File: src/rtl/dcpwm_pkg.sv
package dcpwm_pkg;
  localparam int ADDR_W = 3;
  localparam int DATA_W = 32;

  typedef enum logic [ADDR_W-1:0] {
    A_MODE  = 3'd0,
    A_CTRL  = 3'd1,
    A_LOAD  = 3'd2,
    A_MATCH = 3'd3,
    A_MASK  = 3'd4,
    A_STAT  = 3'd5,
    A_COUNT = 3'd6
  } regAddrE;

  localparam logic [1:0] MODE_PERIODIC = 2'd2;
  localparam logic [1:0] EDGE_RISE = 2'd0;
  localparam logic [1:0] EDGE_FALL = 2'd1;
  localparam logic [1:0] EDGE_BOTH = 2'd3;

  // strobes from control to datapath
  typedef struct packed {
    logic run;
    logic loadWr;
    logic keepHigh;
    logic toHigh;
    logic invert;
    logic trigEn;
  } strobeT;
endpackage

File: src/rtl/dcpwm_ctrl.sv
module dcpwm_ctrl
  import dcpwm_pkg::*;
#(
  parameter int CNT_W = 24
) (
  input  logic              clk,
  input  logic              rstN,
  input  logic              regWr,
  input  logic [ADDR_W-1:0] regAddr,
  input  logic [DATA_W-1:0] regWdata,
  input  logic [CNT_W-1:0]  countVal,
  input  logic              riseEv,
  input  logic              fallEv,
  output logic [DATA_W-1:0] rdData,
  output strobeT            stb,
  output logic [CNT_W-1:0]  loadReg,
  output logic [CNT_W-1:0]  matchReg,
  output logic              statusBit,
  output logic              maskBit,
  output logic              edgeIrqEn,
  output logic              irqOut
);
  logic [1:0] modeField;
  logic       captureSel, altSel, toHigh, deferHigh;
  logic       enable, invert, trigEn;
  logic [1:0] edgeSel;
  logic       pwmSelected, edgeHit;
  logic       unusedHi;

  assign unusedHi = ^regWdata[DATA_W-1:CNT_W];

  always_ff @(posedge clk or negedge rstN) begin
    if (!rstN) begin
      modeField  <= '0;
      captureSel <= 1'b0;
      altSel     <= 1'b0;
      toHigh     <= 1'b0;
      edgeIrqEn  <= 1'b0;
      deferHigh  <= 1'b0;
      enable     <= 1'b0;
      invert     <= 1'b0;
      trigEn     <= 1'b0;
      edgeSel    <= '0;
      loadReg    <= '0;
      matchReg   <= '0;
      maskBit    <= 1'b0;
    end else if (regWr) begin
      case (regAddr)
        A_MODE: begin
          modeField  <= regWdata[1:0];
          captureSel <= regWdata[2];
          altSel     <= regWdata[3];
          toHigh     <= regWdata[4];
          edgeIrqEn  <= regWdata[5];
          deferHigh  <= regWdata[6];
        end
        A_CTRL: begin
          enable  <= regWdata[0];
          invert  <= regWdata[1];
          trigEn  <= regWdata[2];
          edgeSel <= regWdata[4:3];
        end
        A_LOAD:  loadReg  <= regWdata[CNT_W-1:0];
        A_MATCH: matchReg <= regWdata[CNT_W-1:0];
        A_MASK:  maskBit  <= regWdata[0];
        default: ;
      endcase
    end
  end

  assign pwmSelected = altSel && !captureSel && (modeField == MODE_PERIODIC);

  always_comb begin
    case (edgeSel)
      EDGE_RISE: edgeHit = riseEv;
      EDGE_FALL: edgeHit = fallEv;
      EDGE_BOTH: edgeHit = riseEv || fallEv;
      default:   edgeHit = 1'b0;
    endcase
  end

  // sticky event status, set has priority over clear
  always_ff @(posedge clk or negedge rstN) begin
    if (!rstN) begin
      statusBit <= 1'b0;
    end else if (edgeIrqEn && edgeHit) begin
      statusBit <= 1'b1;
    end else if (regWr && regAddr == A_STAT && regWdata[0]) begin
      statusBit <= 1'b0;
    end
  end

  assign irqOut = statusBit & maskBit;

  always_comb begin
    stb.run      = pwmSelected && enable;
    stb.loadWr   = regWr && (regAddr == A_LOAD);
    stb.keepHigh = deferHigh;
    stb.toHigh   = toHigh;
    stb.invert   = invert;
    stb.trigEn   = trigEn;
  end

  always_comb begin
    rdData = '0;
    case (regAddr)
      A_MODE:  rdData[6:0] = {deferHigh, edgeIrqEn, toHigh, altSel, captureSel, modeField};
      A_CTRL:  rdData[4:0] = {edgeSel, trigEn, invert, enable};
      A_LOAD:  rdData[CNT_W-1:0] = loadReg;
      A_MATCH: rdData[CNT_W-1:0] = matchReg;
      A_MASK:  rdData[0] = maskBit;
      A_STAT:  rdData[0] = statusBit;
      A_COUNT: rdData[CNT_W-1:0] = countVal;
      default: rdData = '0;
    endcase
  end
endmodule

File: src/rtl/dcpwm_datapath.sv
module dcpwm_datapath
  import dcpwm_pkg::*;
#(
  parameter int CNT_W = 24,
  parameter int LOW_W = 16
) (
  input  logic             clk,
  input  logic             rstN,
  input  strobeT           stb,
  input  logic [CNT_W-1:0] loadData,
  input  logic [CNT_W-1:0] loadReg,
  input  logic [CNT_W-1:0] matchReg,
  output logic [CNT_W-1:0] countVal,
  output logic             pwmOut,
  output logic             trigOut,
  output logic             riseEv,
  output logic             fallEv
);
  localparam int HIGH_W = CNT_W - LOW_W;

  logic [HIGH_W-1:0] nextHigh;
  logic              atZero, rawLevel, prevOut;

  assign atZero   = (countVal == '0);
  assign nextHigh = stb.keepHigh ? countVal[CNT_W-1:LOW_W] : loadData[CNT_W-1:LOW_W];

  always_ff @(posedge clk or negedge rstN) begin
    if (!rstN) begin
      countVal <= '0;
    end else if (stb.loadWr) begin
      countVal <= {nextHigh, loadData[LOW_W-1:0]};
    end else if (stb.run) begin
      countVal <= atZero ? loadReg : countVal - 1'b1;
    end
  end

  assign rawLevel = stb.run &&
                    ((matchReg >= loadReg) || (countVal > matchReg) || (stb.toHigh && atZero));

  always_ff @(posedge clk or negedge rstN) begin
    if (!rstN) begin
      pwmOut  <= 1'b0;
      prevOut <= 1'b0;
      trigOut <= 1'b0;
    end else begin
      pwmOut  <= rawLevel ^ stb.invert;
      prevOut <= pwmOut;
      trigOut <= stb.run && stb.trigEn && atZero && !stb.loadWr;
    end
  end

  assign riseEv = pwmOut && !prevOut;
  assign fallEv = !pwmOut && prevOut;
endmodule

File: src/rtl/dcpwm_top.sv
module dcpwm_top
  import dcpwm_pkg::*;
#(
  parameter int CNT_W = 24,
  parameter int LOW_W = 16
) (
  input  logic              clk,
  input  logic              rstN,
  input  logic              regWr,
  input  logic [ADDR_W-1:0] regAddr,
  input  logic [DATA_W-1:0] regWdata,
  output logic [DATA_W-1:0] rdData,
  output logic              pwmOut,
  output logic              trigOut,
  output logic              irqOut
);
  strobeT           stb;
  logic [CNT_W-1:0] countVal, loadReg, matchReg;
  logic             riseEv, fallEv, statusBit, maskBit, edgeIrqEn;

  dcpwm_ctrl #(.CNT_W(CNT_W)) u_ctrl (
    .clk(clk), .rstN(rstN), .regWr(regWr), .regAddr(regAddr), .regWdata(regWdata),
    .countVal(countVal), .riseEv(riseEv), .fallEv(fallEv), .rdData(rdData),
    .stb(stb), .loadReg(loadReg), .matchReg(matchReg), .statusBit(statusBit),
    .maskBit(maskBit), .edgeIrqEn(edgeIrqEn), .irqOut(irqOut)
  );

  dcpwm_datapath #(.CNT_W(CNT_W), .LOW_W(LOW_W)) u_dp (
    .clk(clk), .rstN(rstN), .stb(stb), .loadData(regWdata[CNT_W-1:0]),
    .loadReg(loadReg), .matchReg(matchReg), .countVal(countVal),
    .pwmOut(pwmOut), .trigOut(trigOut), .riseEv(riseEv), .fallEv(fallEv)
  );
endmodule

File: config.mk
export PLATFORM = sky130hd
export DESIGN_NAME = dcpwm_top
export DESIGN_NICKNAME = d
export VERILOG_FILES = /design/src/rtl/dcpwm_pkg.sv /design/src/rtl/dcpwm_ctrl.sv /design/src/rtl/dcpwm_datapath.sv /design/src/rtl/dcpwm_top.sv
export SDC_FILE = /design/constraint.sdc
export NUM_CORES = 1
export LEC_CHECK = 0
export BUFFER_PORTS_ARGS = -buffer_cell sky130_fd_sc_hd__buf_2
export CAP_MARGIN = 25
export CELL_PAD_IN_SITES_DETAIL_PLACEMENT = 0
export CELL_PAD_IN_SITES_GLOBAL_PLACEMENT = 1
export CORE_UTILIZATION = 41
export DETAILED_ROUTE_END_ITERATION = 10
export GPL_TIMING_DRIVEN = 1
export MAX_ROUTING_LAYER = met4
export PLACE_DENSITY_LB_ADDON = 0.1
export SYNTH_ARGS = -nofsm -noshare
export SYNTH_HDL_FRONTEND = slang
export SYNTH_SLANG_ARGS = --single-unit
export TNS_END_PERCENT = 100
File: constraint.sdc
create_clock -name clk -period 2.2 [get_ports clk]
set_clock_uncertainty 0.15 [all_clocks]
set_input_delay 0.11 -clock clk [delete_from_list [all_inputs] [get_ports clk]]
set_output_delay 0.11 -clock clk [all_outputs]
set_load 0.1 [all_outputs]
==> results.cfg <==
[finish]
multi_input_area_um2 = 3946
final_cells = 1068
final_cell_area_um2 = 8816
fill_cells = 1272
final_util_pct = 60.20
synthToLayoutAreaGrowth_pct = 42.49
layout.area.seq_um2 = 2227
diodes = 0
drive_gt1_share_pct = 34.73
fin_nets = 969

[power]
max-vdd-ir-drop_mv = 0.5623
leakage_uw = 0.004002
power_density_nw_per_um2 = 975.4

[logic_synthesis]
synth.cells.most_frequent = 89 x dfrtp_1, 82 x o21ai_0, 70 x nand2_1
ys_types = 57
synthXorXnorAreaFrac_pct = 0.4247
yosysWarnings = 0
synth_edf_count = 0
synth_area_leaders = dfrtp_1 36%, ha_1 11%, mux2_2 6.7%
synth-seq-cells = 89
syn_inst = 698
synth.most_common_cell = dfrtp_1
synth.yosys.seq_area_share_pct = 36.00
netlist.area_leader.share_pct = 36.00
syn_area_um2 = 6187
yosysTopAreaCell = dfrtp_1
syn_avg_cell_area_um2 = 8.864
synth.area.mux_share_pct = 11.34
yosys.area_share.simple_pct = 16.87
dominantRegCellSynth = dfrtp_1
synth_compound_area_share_pct = 17.80
synthAdderAreaFrac_pct = 10.52
synth_top_family_by_area = compound AO/OA/AOI/OAI gates
ys_async_sr_fraction_pct = 100.0

[timing]
setup_viol = 17
setup_slack_ns = -0.1053
hold_viol = 0
post-route-period-util_pct = 104.8
maxClockFrequency_mhz = 433.8
min_period_ns = 2.305
rsz0062_at_grt = true
slew_headroom_pct = 64.45
worst_pin_slew_ns = 0.5333
slew_viol_final = 0

[clock_tree]
clk_latency_ns = 0.36
cts_buffers = 9
htree_levels = 3
clk_pin_slew_ns = 0.07
cts-root-buf = clkbuf_16
tritoncts = built
clk_path_buf_depth = 2
clock-sinks = 89

[placement]
portBuffers = 56
post_dp_cell_area_um2 = 7756
place_inst = 1011
gp_congestion = 0.8694
dp_hpwl_mm = 13.93

[routing]
first_pass_iters = 7
drc = 2
totalWireLength_mm = 19.49
drt-initial-drc-count = 236
wl_per_cell_um = 18.24
vias = 5889
antenna_left = 0
via_per_inst = 5.514

[die]
chipHeight_um = 124.8
fp.dieW_um = 124.8
start_util_pct = 42.25
core-area_um2 = 14640
num_io_pins = 73
fp-row-count = 44
dieArea_um2 = 15590

[critical_path]
critPathSlowestCell = dfrtp_1
end_kind = flip-flop
cp_max_fo = 6
startpoint_type = flip-flop
worstPathCellList = buf_4 -> ha_1 -> a21oi_1 -> o21ai_1 -> o311ai_2 -> nand3_1 -> a211oi_2 -> xnor2_1
critPathArrivalTime_ns = 2.45
crit_buf_inv = 1
required_ns = 2.34
r2r-start = u_dp.countVal[5]$_DFFE_PN0P_
critical_path.startpoint = u_dp.countVal[5]$_DFFE_PN0P_
crit_family = compound AO/OA/AOI/OAI gates
max_stage_delay_ns = 0.41
worstSetupPathType = flip-flop to flip-flop

[global_routing]
grt_pass1_wl_mm = 31.17
grt_max_degree = 48
grt_usage_pct = 26.43
grt_pass1_vias = 6030
grt_overflow = 0
antenna_found_initial = 0

[min_path]
hp-class = input pin to async pin

[job]
maxCapViolCount = 0

[outcome]
status = finished with violations
violations = design-rule violations, negative setup slack
[where the power goes]
part	switching, uW	total [uW]	internal [uW]	leakage (uW)
clock network	739	1650	915	0.000145
logic	2490	4520	2030	0.00279
registers	373	2430	2050	0.00107
total	3600	8600	5000	0.00400
[worst paths after layout]
path,end,slack (ns),depth (start not counted)
worst max register to register,u_dp.pwmOut$_DFF_PN0_,-0.11,8
worst min register to register,u_ctrl.maskBit$_DFFE_PN0P_,0.38,1
worst max-delay path,u_dp.pwmOut$_DFF_PN0_,-0.11,8
worst min-delay path,u_dp.pwmOut$_DFF_PN0_,0.03,2
max in group asynchronous,u_dp.countVal[16]$_DFFE_PN0P_,1.22,3
min in group clk,u_dp.countVal[3]$_DFFE_PN0P_,0.27,5
[placed cells by master (no fill, tap or decap), types with 30 or more instances in the layout]
cell type	n
ha_1	47
inv_1	54
o21ai_1	30
mux2_2	37
dfrtp_1	89
o21ai_0	51
nand2_1	69
buf_4	112
a21oi_1	38
buf_2	31
[timing repair]
| action | 4_1_cts | 5_1_grt |
|---|---|---|
| gates resized for setup | 39 | 73 |
| cloned | 3 | 0 |
| endpoints found under the setup margin | 20 | 27 |
| buffers inserted | 8 | 6 |
| endpoints found under the hold margin | 175 | 0 |
| pin swaps | 9 | 25 |
| hold buffers | 26 | 0 |
[per-layer routing]
metal	routed length, um	track usage (%)	part of all wire, %	vias up
li1	-	-	-	2841
met1	8676	32.59	45	2883
met2	9664	45.24	50	133
met3	719	3.050	3.7	32
met4	425	8.465	2.2	0
met5	0	-	0	-
[area by class of cell]
type,count,area share (%)
clock buffers,10,2.711
clock inverters,6,0.7664
inverters,56,2.384
multi-input cells,517,44.76
flip-flops and latches,89,25.26
well taps,184,2.611
repair buffers,206,21.50
[registers in the layout, summed over array words and instances, names as in the netlist, 2 cells and up]
| name | flops |
|---|---|
| u_ctrl.matchReg | 24 |
| u_ctrl.modeField | 2 |
| u_ctrl.edgeSel | 2 |
| u_ctrl.loadReg | 24 |
| u_dp.countVal | 24 |
[kinds of logic (layout without fill, tap and decap cells)]
family                   count (synthesis)  count (layout)
flip-flops                              89              89
other                                    1               8
buffers and inverters                  102             278
AO/OA/AOI/OAI                          189             189
multiplexers                            63              63
AND/OR/NAND/NOR                        199             202
XOR/XNOR                                 3               3
adder cells (fa/ha/maj)                 52              52
[per-stage QoR]
stage	total power (uW)	worst slack, ns	hold WS [ns]	setup TNS [ns]
floorplan	4796	-0.05052	-0.3356	-0.1387
global placement	6413	-0.2373	-0.1352	-0.4007
detailed placement	6503	-0.3955	-0.1231	-1.149
CTS	8378	-0.1193	0.03419	-0.3469
global route	9124	-0.1982	0.07766	-3.399
finish	8599	-0.1053	0.03122	-0.7719
No activity file was read; power rests on OpenSTA's default activity.
